File: src/rtl/fsst_pkg.sv
package fsst_pkg;

    typedef enum logic [2:0] {
        PH_IDLE   = 3'd0,
        PH_LEAD   = 3'd1,
        PH_ACTIVE = 3'd2,
        PH_TRAIL  = 3'd3,
        PH_WAIT   = 3'd4,
        PH_DONE   = 3'd5
    } phase_e;

    // Cycles in both relax margins of a strobe window.
    function automatic int unsigned margin_cycles(int unsigned relax);
        return 2 * (relax + 1);
    endfunction

    // Active pulse length minus one; a short window clamps to one cycle.
    function automatic int unsigned active_m1(int unsigned win, int unsigned relax);
        if (win >= margin_cycles(relax))
            return win - margin_cycles(relax);
        return 0;
    endfunction

    function automatic logic window_short(int unsigned win, int unsigned relax);
        return win < margin_cycles(relax);
    endfunction

endpackage

File: src/rtl/fsst_cfg_hold.sv
module fsst_cfg_hold #(
    parameter int RELAX_W = 6,
    parameter int WAIT_W  = 6,
    parameter int STRB_W  = 12,
    parameter int CNT_W   = 12
) (
    input  logic               clk,
    input  logic               rst,
    input  logic               capture_i,
    input  logic               prog_i,
    input  logic [RELAX_W-1:0] relax_i,
    input  logic [WAIT_W-1:0]  wait_i,
    input  logic [STRB_W-1:0]  rd_strobe_i,
    input  logic [STRB_W-1:0]  pg_strobe_i,
    output logic [CNT_W-1:0]   relax_q,
    output logic [CNT_W-1:0]   wait_q,
    output logic [CNT_W-1:0]   active_q,
    output logic               short_q
);
    typedef struct packed {
        logic [CNT_W-1:0] relax;
        logic [CNT_W-1:0] waitc;
        logic [CNT_W-1:0] active;
        logic             short_win;
    } held_t;

    held_t            held, held_d;
    logic [STRB_W-1:0] win_sel;

    always_comb begin
        win_sel          = prog_i ? pg_strobe_i : rd_strobe_i;
        held_d.relax     = CNT_W'(relax_i);
        held_d.waitc     = CNT_W'(wait_i);
        held_d.active    = CNT_W'(fsst_pkg::active_m1(32'(win_sel), 32'(relax_i)));
        held_d.short_win = fsst_pkg::window_short(32'(win_sel), 32'(relax_i));
    end

    always_ff @(posedge clk) begin
        if (rst)
            held <= '0;
        else if (capture_i)
            held <= held_d;
    end

    assign relax_q  = held.relax;
    assign wait_q   = held.waitc;
    assign active_q = held.active;
    assign short_q  = held.short_win;

    // held timing only moves on a capture
    p_hold_stable_r7: assert property (@(posedge clk) disable iff (rst)
        !capture_i |=> $stable(held));

endmodule

File: src/rtl/fsst_down_cnt.sv
module fsst_down_cnt #(
    parameter int CNT_W = 12
) (
    input  logic             clk,
    input  logic             rst,
    input  logic             load_i,
    input  logic [CNT_W-1:0] load_val_i,
    output logic             zero_o
);
    logic [CNT_W-1:0] cnt;

    always_ff @(posedge clk) begin
        if (rst)
            cnt <= '0;
        else if (load_i)
            cnt <= load_val_i;
        else if (cnt != '0)
            cnt <= cnt - 1'b1;
    end

    assign zero_o = (cnt == '0);

    // a loaded count of zero gives a one-cycle phase
    p_zero_load_r2: assert property (@(posedge clk) disable iff (rst)
        load_i && (load_val_i == '0) |=> zero_o);
    // a non-zero load never reports zero on the next cycle
    p_nonzero_load_r3: assert property (@(posedge clk) disable iff (rst)
        load_i && (load_val_i != '0) |=> !zero_o);

endmodule

File: src/rtl/fuse_strobe_seq.sv
module fuse_strobe_seq #(
    parameter int RELAX_W = 6,
    parameter int WAIT_W  = 6,
    parameter int STRB_W  = 12
) (
    input  logic               clk,
    input  logic               rst,
    input  logic               start_i,
    input  logic               prog_i,
    input  logic [RELAX_W-1:0] relax_i,
    input  logic [WAIT_W-1:0]  wait_i,
    input  logic [STRB_W-1:0]  rd_strobe_i,
    input  logic [STRB_W-1:0]  pg_strobe_i,
    output logic               busy_o,
    output logic               done_o,
    output logic               strobe_o,
    output logic [2:0]         phase_o,
    output logic               cfg_err_o,
    output logic               overlap_err_o
);
    import fsst_pkg::*;

    localparam int RW_MAX = (RELAX_W > WAIT_W) ? RELAX_W : WAIT_W;
    localparam int CNT_W  = (STRB_W > RW_MAX) ? STRB_W : RW_MAX;

    phase_e           phase, phase_n;
    logic             accept, cnt_zero, cnt_load, overlap_q;
    logic [CNT_W-1:0] cnt_val, relax_q, wait_q, active_q;

    assign busy_o = (phase == PH_LEAD) || (phase == PH_ACTIVE) ||
                    (phase == PH_TRAIL) || (phase == PH_WAIT);
    assign accept = start_i && !busy_o;

    fsst_cfg_hold #(
        .RELAX_W(RELAX_W), .WAIT_W(WAIT_W), .STRB_W(STRB_W), .CNT_W(CNT_W)
    ) u_cfg (
        .clk        (clk),
        .rst        (rst),
        .capture_i  (accept),
        .prog_i     (prog_i),
        .relax_i    (relax_i),
        .wait_i     (wait_i),
        .rd_strobe_i(rd_strobe_i),
        .pg_strobe_i(pg_strobe_i),
        .relax_q    (relax_q),
        .wait_q     (wait_q),
        .active_q   (active_q),
        .short_q    (cfg_err_o)
    );

    always_comb begin
        phase_n  = phase;
        cnt_load = 1'b0;
        cnt_val  = '0;
        unique case (phase)
            PH_IDLE, PH_DONE: begin
                if (accept) begin
                    phase_n  = PH_LEAD;
                    cnt_load = 1'b1;
                    cnt_val  = CNT_W'(relax_i);
                end else begin
                    phase_n = PH_IDLE;
                end
            end
            PH_LEAD: if (cnt_zero) begin
                phase_n  = PH_ACTIVE;
                cnt_load = 1'b1;
                cnt_val  = active_q;
            end
            PH_ACTIVE: if (cnt_zero) begin
                phase_n  = PH_TRAIL;
                cnt_load = 1'b1;
                cnt_val  = relax_q;
            end
            PH_TRAIL: if (cnt_zero) begin
                phase_n  = PH_WAIT;
                cnt_load = 1'b1;
                cnt_val  = wait_q;
            end
            PH_WAIT: if (cnt_zero) phase_n = PH_DONE;
            default: phase_n = PH_IDLE;
        endcase
    end

    fsst_down_cnt #(.CNT_W(CNT_W)) u_cnt (
        .clk       (clk),
        .rst       (rst),
        .load_i    (cnt_load),
        .load_val_i(cnt_val),
        .zero_o    (cnt_zero)
    );

    always_ff @(posedge clk) begin
        if (rst) begin
            phase     <= PH_IDLE;
            overlap_q <= 1'b0;
        end else begin
            phase <= phase_n;
            if (start_i && busy_o)
                overlap_q <= 1'b1;
        end
    end

    assign done_o        = (phase == PH_DONE);
    assign strobe_o      = (phase == PH_ACTIVE);
    assign phase_o       = phase;
    assign overlap_err_o = overlap_q;

    // done lasts one cycle and only follows the wait phase
    p_done_single_r6: assert property (@(posedge clk) disable iff (rst)
        done_o |=> !done_o);
    p_done_after_wait_r6: assert property (@(posedge clk) disable iff (rst)
        $rose(done_o) |-> $past(phase) == PH_WAIT);
    // the strobe only rises out of the leading relax phase
    p_strobe_after_lead_r3: assert property (@(posedge clk) disable iff (rst)
        $rose(strobe_o) |-> $past(phase) == PH_LEAD);
    // overlap flag is sticky, and a busy start never restarts the lead
    p_overlap_sticky_r9: assert property (@(posedge clk) disable iff (rst)
        overlap_err_o |=> overlap_err_o);
    p_busy_start_ignored_r9: assert property (@(posedge clk) disable iff (rst)
        start_i && busy_o && (phase != PH_IDLE) && !cnt_zero |=> phase == $past(phase));

endmodule

File: config.mk
export PLATFORM = sky130hd
export DESIGN_NAME = fuse_strobe_seq
export DESIGN_NICKNAME = d
export VERILOG_FILES = /design/src/rtl/fsst_pkg.sv /design/src/rtl/fsst_cfg_hold.sv /design/src/rtl/fsst_down_cnt.sv /design/src/rtl/fuse_strobe_seq.sv
export SDC_FILE = /design/constraint.sdc
export NUM_CORES = 1
export LEC_CHECK = 0
export BUFFER_PORTS_ARGS = -buffer_cell sky130_fd_sc_hd__buf_2
export CORE_MARGIN = 2
export CORE_UTILIZATION = 56
export CTS_CLUSTER_DIAMETER = 120
export CTS_CLUSTER_SIZE = 8
export DETAILED_ROUTE_END_ITERATION = 16
export MAX_ROUTING_LAYER = met4
export PLACE_DENSITY = 0.89
export SETUP_SLACK_MARGIN = 0.5
export SLEW_MARGIN = 20
export SYNTH_ARGS = -nofsm -noshare
export SYNTH_HDL_FRONTEND = slang
export SYNTH_SLANG_ARGS = --single-unit
File: constraint.sdc
create_clock -name clk -period 3.1 [get_ports clk]
set_input_delay 0.465 -clock clk [delete_from_list [all_inputs] [get_ports clk]]
set_output_delay 0.465 -clock clk [all_outputs]
set_load 0.02 [all_outputs]
==> reports/results.txt, run 1 <==
Vias per std cell - 5.877
Slowest-stage cell, CP - nor4b_4
P_leak - 1.243 nW
Total gr overflow - 0
Layout cells sized above 1 - 0.2493
DR pass1 iterations - 4
DRT Wirelength - 5945 microns
CP bufs+invs - 1
Synth Flop Type - dfxtp_1
Area contributors post-synth - dfxtp_1 (31%), nand2_1 (6.4%), a21oi_1 (6.1%), ha_1 (4.8%), mux2_2 (4.7%)
Number of global-route vias before repair - 2327
Cells on worst reg2reg path - 6
CP top delay family - simple AND/OR/NAND/NOR gates
CTS tree - built
Port bufs - 47
CP endpoint kind - flop
Largest net degree at the start of global routing - 40
H-tree depth - 2
Core ar. - 4444 sq um
Maximum vdd drop - 0.0004426 V
Comb power frac - 0.494
Clock network power share - 0.160
Post-Synthesis Cells - 317
Initial DRC count - 142
Crit path launch type - input pin
Post-synthesis net count - 368
Setup violators final - 0
Critical path cell sequence - buf_2 > ha_1 > and3_1 > xnor2_1 > ha_1 > a21oi_2 > o21ai_2 > nor4b_4 > a21oi_4 > a32oi_1 > nor2_1
Initial Util - 0.5923
ANT cells - 0
Synthesized cell area - 2633 sq um
WS Path Type - input pin to flop
Final Wtd Congestion - 0.9151
Post-DP HPWL - 4526 microns
Internal - 0.001338 W
Overall die area - 5266 sq um
Worst path arrival time - 2600 ps
Fmax - 411.3 MHz
R2R Setup Slk - 1050 ps
Worst-Margin Slew - 759.0 ps
Die Y - 72.57 microns
Worst path max stage delay - 400 ps
Max Cap Viol - 0
Synthesized flop and latch total - 41
Ys Warns - 0
Tcrit/Tclk final - 0.7843
Avg WL per Cell - 14.39 microns
Nets - 411
Async SR Flop Fraction - 0
Deepest clock path buffer count - 2
Hold-fix buffers, CTS - 0
Psw - 0.0009726 W
Hold Worst Slack - 392.3 ps
Setup TNS - 0 ps
# DRC - 0
Sequential area share after synthesis - 0.3118
CP required - 3270 ps
Worst skew pair latency - 300 ps
Number of CTS-inserted buffers - 5
Top Ports - 48
Hold path start - wait_i[2]
Area after DPL - 2900 sq um
# clock sinks - 41
Die X - 72.57 microns
First-pass GRT wire length - 10160 microns
Cell mode on critical path - ha_1
Final Skew - 6.400 ps
Critical Path Fanout Max - 9
Final instance area - 3018 sq um
Post-synth EDFFs - 0
Final hold vios - 0
Status - completed
Yosys cell types - 53
Fillers - 376
Avg Cell Area, Syn - 8.304 sq um
RSZ-0062 raised after global routing - false
Min-Delay Path Class - input pin to flop
Rows - 24
Finished Core Util - 0.6791
Yosys top cell area share - 0.3118
Clock root cell - clkbuf_8
Initial antenna violation count - 0
RR Startpoint - phase_o[0]$_SDFFE_PP0P_
Remaining antenna violation count - 0
WHS Endpoint - u_cfg.wait_q[2]$_SDFFE_PP0N_
Hold path cells - 3
Minimum clock period - 2431 ps
DR vias - 2427
Gr usage total - 0.2514
Switching Share - 0.4209
Synth area leader - dfxtp_1
Slew Viols, Final - 0
Clock transition at path regs - 80 ps
Flop pwr share - 0.346
Layout area overhead - 14.64%
Rel. slew slack - 0.4933
Pwr/cell area - 765.6 nW/um^2
Reg2reg end - u_cfg.active_q[9]$_SDFFE_PP0N_
## tightest hold or removal path: cells and delay by family
kind                   cells  cell delay (ps)
AOI/OAI and AO/OA          1               50
buffers and inverters      1               90
and+or+nand+nor            1               50
## worst max path at each step
stage,cells past startpoint,from,slack (ps),endpoint
finish,11,relax_i[0],670,u_cfg.active_q[5]$_SDFFE_PP0N_
floorplan,10,prog_i,500,u_cfg.active_q[5]$_SDFFE_PP0N_
detailed placement,11,relax_i[0],220,u_cfg.active_q[5]$_SDFFE_PP0N_
CTS,11,relax_i[0],550,u_cfg.active_q[5]$_SDFFE_PP0N_
global route,12,relax_i[0],500,u_cfg.active_q[1]$_SDFFE_PP0N_
global placement,11,relax_i[0],300,u_cfg.active_q[5]$_SDFFE_PP0N_
## Yosys cell counts (5+ instances only)
| master | n |
|---|---|
| a21oi_1 | 32 |
| xnor2_1 | 10 |
| nand3_1 | 6 |
| ha_1 | 10 |
| o21ai_1 | 11 |
| inv_1 | 8 |
| xor2_1 | 10 |
| nand2b_1 | 5 |
| clkbuf_1 | 5 |
| nor3_1 | 11 |
| dfxtp_1 | 41 |
| a22oi_1 | 8 |
| nand2_1 | 45 |
| buf_2 | 9 |
| mux2_2 | 11 |
| nor2_1 | 21 |
| o21ai_0 | 5 |
| mux2i_1 | 8 |
| a22o_1 | 5 |
## power groups by stage
stage | clock [W] | sequential (W) | combinational [W]
6_report | 0.000369 | 0.000800 | 0.00114
5_1_grt | 0.000402 | 0.000816 | 0.00128
4_1_cts | 0.000375 | 0.000798 | 0.00114
3_5_place_dp | 0 | 0.000810 | 0.00113
3_3_place_gp | 0 | 0.000806 | 0.00110
2_1_floorplan | 0 | 0.000767 | 0.000934
## layout make-up
class / instances / area (sq um) / share of cell area
Multi-Input combinational cell: 251 / 1723 / 0.5709
Tap cell: 52 / 65.06 / 0.02156
Clock inverter: 2 / 13.76 / 0.004561
Sequential cell: 41 / 820.8 / 0.2720
Inverter: 8 / 30.03 / 0.009950
Timing Repair Buffer: 53 / 282.8 / 0.09370
Clock buffer: 6 / 82.58 / 0.02736
## metrics by stage
step	instances	power, W	setup slack (ps)
CTS	412	0.002309	545.3
detailed placement	404	0.001936	221.1
global route	413	0.002502	496.0
finish	413	0.002311	668.6
floorplan	317	0.001700	497.3
global placement	404	0.001902	296.4
## placed cells by master, fill, tap and decap left out, drive strengths merged, types with 10 or more instances in the layout
| cell | instances |
|---|---|
| ha | 10 |
| mux2 | 11 |
| nor2 | 23 |
| xor2 | 10 |
| a21oi | 33 |
| xnor2 | 11 |
| o21ai | 16 |
| buf | 52 |
| nor3 | 11 |
| nand2 | 45 |
| dfxtp | 41 |
## registers in the layout, summed over array words and instances, names as in the netlist
signal and count:
u_cfg.wait_q 6, u_cfg.relax_q 6, phase_o 3, u_cfg.active_q 12, u_cnt.cnt 12, overlap_err_o 1, u_cfg.short_q 1
## repair_timing
item	4_1_cts	5_1_grt
buffers inserted	0	1
setup endpoints to repair	0	12
gates resized for setup	0	4
## layer usage
layer / share of wire / GRT usage / vias to the layer above
li1: - / - / 1222
met1: 0.43 / 0.2939 / 1128
met2: 0.52 / 0.4364 / 65
met3: 0.044 / 0.04306 / 12
met4: 0.013 / 0.08230 / 0
met5: 0 / - / -
## kinds of logic (layout without fill, tap and decap cells)
family | Yosys count | count (layout) | share of synthesized area
xor gates and xnor gates | 21 | 21 | 0.07272
muxes | 19 | 19 | 0.07747
buffers and inverters | 25 | 69 | 0.04563
and+or+nand+nor | 122 | 122 | 0.2490
DFF | 41 | 41 | 0.3118
adders and majority gates | 11 | 11 | 0.05513
AOI/OAI and AO/OA | 78 | 78 | 0.1882
Power figures use the tool's default switching activity.
==> run 2: changes to the inputs <==
CORE_UTILIZATION = 50   (was 56)
PLACE_DENSITY = 0.85   (was 0.89)
clock period = 2.2 ns   (was 3.1 ns; I/O delays follow)
==> run 2 against run 1 <==
Total power rose by 98%. Worst setup slack got worse by 630 ps. Critical path depth rose by 1. First-iteration DRC count rose to 2.5 times the previous value. Sequential power rose by 48%. Global-route usage rose by 3.4 points. Hold slack got worse by 150 ps. Via count rose by 23%. Critical path type unchanged.
==> reports/results.txt, run 2 (synthesis results as in run 1) <==
Final hold vios - 0 (unchanged)
Tcrit/Tclk final - 0.9840
Finished Core Util - 0.7785 (+0.09949)
CP endpoint kind - flop
Avg WL per Cell - 20.63 microns (+43%)
Worst path arrival time - 2410 ps (-190 ps)
RSZ-0062 raised after global routing - true
Hold-fix buffers, CTS - 0 (unchanged)
Number of global-route vias before repair - 2796 (+20%)
Fmax - 461.9 MHz
DR pass1 iterations - 5 (+1)
Initial Util - 0.5154 (-0.07691)
Die X - 76.56 microns (+5.5%)
Number of CTS-inserted buffers - 5 (unchanged)
Final Wtd Congestion - 0.9008 (-1.6%)
Cell mode on critical path - ha_4
Rel. slew slack - 0.5084 (+0.01514)
CP required - 2440 ps (-830 ps)
Final instance area - 3976 sq um (+32%)
Area after DPL - 3284 sq um (+13%)
RR Startpoint - u_cnt.cnt[7]$_SDFFE_PP0P_
First-pass GRT wire length - 13090 microns (+29%)
Post-DP HPWL - 5082 microns (+12%)
Slowest-stage cell, CP - ha_4
Most frequent cells in the layout - buf_4 (48), buf_2 (43), nand2_1 (39), dfxtp_1 (35), a21oi_1 (24)
Deepest clock path buffer count - 2 (unchanged)
Core ar. - 5107 sq um (+15%)
P_leak - 1.603 nW (+29%)
Non-filler cells, final - 481 (+16%)
Minimum clock period - 2165 ps
DRT Wirelength - 9923 microns (+67%)
Initial antenna violation count - 0 (unchanged)
Commonest non-fill, non-tap cell in the layout - buf_4
Final Skew - 14.60 ps (+8.200 ps)
Hold Worst Slack - 239.8 ps (-152.5 ps)
Critical Path Source - relax_i[0]
WS Path Type - input pin to flop
Largest net degree at the start of global routing - 40 (unchanged)
Pwr/cell area - 1149 nW/um^2 (+50%)
Crit path launch type - input pin
Layout area overhead - 51.05%
CP bufs+invs - 2 (+1)
Worst-Margin Slew - 737.3 ps (-21.67 ps)
Initial DRC count - 356 (+150%)
Remaining antenna violation count - 0 (unchanged)
Rows - 26 (+8.3%)
Worst skew pair latency - 320 ps (+20 ps)
H-tree depth - 2 (unchanged)
CP top delay family - compound AO/OA/AOI/OAI gates
Port bufs - 47 (unchanged)
Layout cells sized above 1 - 0.5012 (+0.2519)
Die Y - 76.56 microns (+5.5%)
Maximum vdd drop - 0.0006840 V (+55%)
Critical Path Fanout Max - 5 (-4)
ANT cells - 0 (unchanged)
Max Cap Viol - 0 (unchanged)
DR vias - 2993 (+23%)
Clock root cell - clkbuf_8
Clock transition at path regs - 100 ps (+20 ps)
Placed Instances - 452 (+12%)
# DRC - 0 (unchanged)
Nets - 461 (+12%)
Setup violators final - 0 (unchanged)
# clock sinks - 41 (unchanged)
Top Ports - 48 (unchanged)
Vias per std cell - 6.222 (+5.9%)
Gr usage total - 0.2858 (+0.03437)
Setup TNS - 0 ps (unchanged)
CTS tree - built
Hold path start - wait_i[0]
Overall die area - 5861 sq um (+11%)
Worst path max stage delay - 290 ps (-110 ps)
Slew Viols, Final - 0 (unchanged)
Total gr overflow - 0 (unchanged)
Min-Delay Path Class - input pin to flop
Status - completed
Critical path cell sequence - buf_8 > ha_4 > and3_4 > xnor2_4 > ha_4 > nand4_1 > a21oi_2 > nor4b_4 > buf_6 > a21oi_4 > a32oi_1 > nor2_1
## run 2: tightest hold or removal path: stages
cell	delay [ps]
buf_2	100
nand2_1	40
a21oi_1	50
## run 2: repair_timing
item	in CTS	in global routing
setup buffers	8	12
pin swaps	16	32
setup endpoints to repair	29	42
cloned	1	0
gates resized for setup	36	59
## run 2: path summary, 6_finish.rpt
| check | endpoint | slack, ps | cells after the start |
|---|---|---|---|
| worst max-delay path | u_cfg.active_q[5]$_SDFFE_PP0N_ | 40 | 12 |
| worst min-delay path | u_cfg.wait_q[0]$_SDFFE_PP0N_ | 240 | 3 |
| worst max register to register | u_cnt.cnt[3]$_SDFFE_PP0P_ | 410 | 7 |
| worst min register to register | u_cnt.cnt[9]$_SDFFE_PP0P_ | 460 | 2 |
## run 2: report_power, final
part	internal (W)	total (W)	leakage, nW	switching [W]
clock network	0.000340	0.000643	0.0543	0.000303
registers	0.000940	0.00118	0.340	0.000241
logic	0.00129	0.00275	1.21	0.00146
## run 2: layer usage
| layer | GRT usage | vias to the layer above | part of all wire |
|---|---|---|---|
| li1 | - | 1314 | - |
| met1 | 0.3200 | 1429 | 0.38 |
| met2 | 0.4929 | 205 | 0.50 |
| met3 | 0.05806 | 45 | 0.074 |
| met4 | 0.1255 | 0 | 0.044 |
| met5 | - | - | 0 |
## run 2: layout make-up
type	instances	area (sq um)
multi-input combinational	252	2185
fill	306	1131
sequential	41	838.3
timing repair buffer	102	714.4
tap	70	87.58
clock buffer	5	68.82
clock inverter	3	46.29
inverter	8	36.28
## run 2: stage by stage
step | worst slack, ps | total power, W
after floorplan | -39.64 | 0.002464
after global placement | -209.4 | 0.002814
after detailed placement | -329.0 | 0.002872
after CTS | 187.7 | 0.003805
after global routing | -28.77 | 0.004776
final | 35.24 | 0.004570
==> run 3: changes to the inputs <==
ABC_AREA = 1   (was unset)
CORE_UTILIZATION = 51   (was 50)
PLACE_DENSITY = 0.86   (was 0.85)
REMOVE_ABC_BUFFERS = 1   (was unset)
==> run 3 against run 2 <==
Core utilization shrank 5.6 points. Sequential share of layout area is 1.1 points higher. Register-to-register slack gained 70 ps. Non-clock buffer count is 28 lower. Cell count increased by 20%. Sequential power decreased by 8%. Synthesized cell count increased by 37%. Largest cell class unchanged. Largest power group unchanged.
==> reports/results.txt, run 3 <==
Final hold vios - 0 (unchanged)
Area after DPL - 3157 sq um (-3.9%)
Vias per std cell - 5.472 (-12%)
WS Path Type - input pin to flop
Post-Synthesis Cells - 434 (+37%)
Sequential area share after synthesis - 0.3002 (-0.01156)
Number of CTS-inserted buffers - 5 (unchanged)
Status - completed
# DRC - 0 (unchanged)
Yosys cell types - 35 (-34%)
Maximum vdd drop - 0.0005769 V (-16%)
RSZ-0062 raised after global routing - true
Deepest clock path buffer count - 2 (unchanged)
R2R Setup Slk - 480 ps (+70 ps)
Rel. slew slack - 0.6823 (+0.1739)
DR vias - 3168 (+5.8%)
Rows - 26 (unchanged)
CTS tree - built
Minimum clock period - 1926 ps (-238.6 ps)
CP endpoint kind - flop
FF+latch area - 824.5 sq um (-1.6%)
DRT Wirelength - 8615 microns (-13%)
Total gr overflow - 0 (unchanged)
Ys Warns - 0 (unchanged)
Area contributors post-synth - dfxtp_1 (30%), nand2_1 (18%), inv_1 (7.8%), nor2_1 (6.2%), a21oi_1 (6.0%)
Yosys top cell area share - 0.3002 (-0.01156)
Largest net degree at the start of global routing - 28 (-30%)
Synth area leader - dfxtp_1
Crit path launch type - input pin
Layout area overhead - 35.79%
Nets - 559 (+21%)
Most frequent cells in the layout - nand2_1 (111), inv_1 (51), buf_2 (42), nor2_1 (40), dfxtp_1 (38)
Initial antenna violation count - 0 (unchanged)
Initial DRC count - 319 (-10%)
Setup TNS - 0 ps (unchanged)
Post-DP HPWL - 5433 microns (+6.9%)
Clock root cell - clkbuf_8
Internal - 0.002149 W (-16%)
Core ar. - 5140 sq um (+0.64%)
Slew Viols, Final - 0 (unchanged)
Initial Util - 0.5319 (+0.01646)
Port bufs - 47 (unchanged)
Worst path arrival time - 2110 ps (-300 ps)
Overall power - 0.004127 W (-9.7%)
Switching Share - 0.4792 (+0.04109)
# clock sinks - 41 (unchanged)
Die X - 77.22 microns (+0.86%)
Non-filler cells, final - 579 (+20%)
Finished Core Util - 0.7222 (-0.05629)
Setup violators final - 0 (unchanged)
CP required - 2380 ps (-60 ps)
Synthesized cell area - 2734 sq um (+3.8%)
Gr usage total - 0.2740 (-0.01181)
Commonest non-fill, non-tap cell in the layout - nand2_1
Critical Path Fanout Max - 8 (+3)
Worst-Margin Slew - 471.5 ps (-265.8 ps)
Comb power frac - 0.582 (-0.019)
Top Ports - 48 (unchanged)
DR pass1 iterations - 5 (unchanged)
Psw - 0.001978 W (-1.2%)
P_leak - 1.745 nW (+8.9%)
Max Cap Viol - 0 (unchanged)
Avg Cell Area, Syn - 6.299 sq um (-24%)
Multiplexer area fraction after synthesis - 0.003661 (-0.07381)
Multi-input logic area - 1952 sq um (-11%)
Tcrit/Tclk final - 0.8755 (-0.1085)
Fillers - 415 (+36%)
Final instance area - 3712 sq um (-6.6%)
Synthesized flop and latch total - 41 (unchanged)
Placed Instances - 562 (+24%)
Worst skew pair latency - 310 ps (about the same)
Post-synth top cells - nand2_1 (130), inv_1 (57), nor2_1 (45), dfxtp_1 (41), a21oi_1 (33)
Flop pwr share - 0.265 (+0.006)
Layout cells sized above 1 - 0.3065 (-0.1947)
H-tree depth - 2 (unchanged)
First-pass GRT wire length - 12900 microns (-1.4%)
Post-synth EDFFs - 0 (unchanged)
Clock network power share - 0.153 (+0.012)
Clock transition at path regs - 90 ps (about the same)
Adder-Cell Fraction of Synth Area - 0.05309 (-0.002044)
Most common cell in the netlist - nand2_1
Synth Flop Type - dfxtp_1
Overall die area - 5962 sq um (+1.7%)
Final Skew - 14.68 ps (+0.08350 ps)
Min-Delay Path Class - input pin to flop
Number of global-route vias before repair - 2911 (+4.1%)
ANT cells - 0 (unchanged)
Remaining antenna violation count - 0 (unchanged)
Avg WL per Cell - 14.88 microns (-28%)
Async SR Flop Fraction - 0 (unchanged)
Die Y - 77.22 microns (+0.86%)
Fmax - 519.2 MHz (+12%)
Final Wtd Congestion - 0.9575 (+6.3%)
Main combinational cell family by area after synthesis - simple AND/OR/NAND/NOR gates
XOR/XNOR Fraction of Synth Area - 0.04805 (-0.02466)
Simple-gate share of the synthesized area - 0.3648 (+0.1157)
Pwr/cell area - 1112 nW/um^2 (-3.3%)
Synth Area in Compound Gates - 0.1304 (-0.05778)
## run 3: cell types whose count changed in the layout (fill, tap and decap cells not counted), sizes merged, moves of 11 or more
cell   delta
buf      -28
nand3    +19
nand2    +91
mux2     -11
nor2     +26
o21ai    +11
inv      +55
## run 3: per-layer routing
metal	global-route usage	routed length, microns
met5	-	0
met4	0.09107	354
met3	0.04824	675
met2	0.4783	4430
met1	0.3173	3155
## run 3: cell type report
type                    count  area share
well taps                  70     0.02359
flip-flops and latches     41      0.2221
multi-input cells         324      0.5258
clock inverters             3     0.01247
clock buffers               5     0.01854
inverters                  62     0.06606
repair buffers             74      0.1314
## run 3: power by group through the flow
stage / Clock, W / Sequential [W] / Combinational, W
floorplan: 0 / 0.00110 / 0.00146
global route: 0.000661 / 0.00112 / 0.00266
global placement: 0 / 0.00108 / 0.00192
detailed placement: 0 / 0.00109 / 0.00197
finish: 0.000632 / 0.00109 / 0.00240
CTS: 0.000631 / 0.00108 / 0.00212
## run 3: worst max-delay path, stage by stage
cell,delay [ps]
buf_8,90
ha_4,160
nand3_4,70
nand3b_1,220
ha_4,270
nand2_1,70
nand2_1,110
a21oi_4,180
nand2_4,90
nor2_4,140
nand2_2,90
nand2_2,90
inv_4,70
nand2_1,80
a21oi_2,50
## run 3: path summary, 6_finish.rpt
| check | startpoint | cells past startpoint | to |
|---|---|---|---|
| setup reg to reg | u_cnt.cnt[1]$_SDFFE_PP0P_ | 9 | u_cnt.cnt[1]$_SDFFE_PP0P_ |
| hold reg to reg | u_cfg.active_q[6]$_SDFFE_PP0N_ | 2 | u_cnt.cnt[6]$_SDFFE_PP0P_ |
| setup / recovery | relax_i[1] | 15 | u_cfg.active_q[8]$_SDFFE_PP0N_ |
| hold / removal | wait_i[3] | 3 | u_cfg.wait_q[3]$_SDFFE_PP0N_ |
## run 3: through the flow
step / setup slack [ps] / hold slack [ps]
6_report: 273.9 / 260.1
5_1_grt: 170.3 / 275.0
4_1_cts: 400.2 / 259.6
3_5_place_dp: -40.25 / 456.3
3_3_place_gp: 29.79 / 446.5
2_1_floorplan: 155.7 / 399.1
## run 3: timing repair
action	in CTS	in global routing
endpoints found under the setup margin	22	28
hold buffers	0	0
pin swaps	18	26
buffers inserted	8	1
gates resized for setup	44	47
## run 3: kinds of logic after synthesis
logic type               after synthesis
flip-flops                            41
AND/OR/NAND/NOR                      229
XOR/XNOR                              15
buffers and inverters                 69
adder cells (fa/ha/maj)               11
multiplexers                           1
AO/OA/AOI/OAI                         68
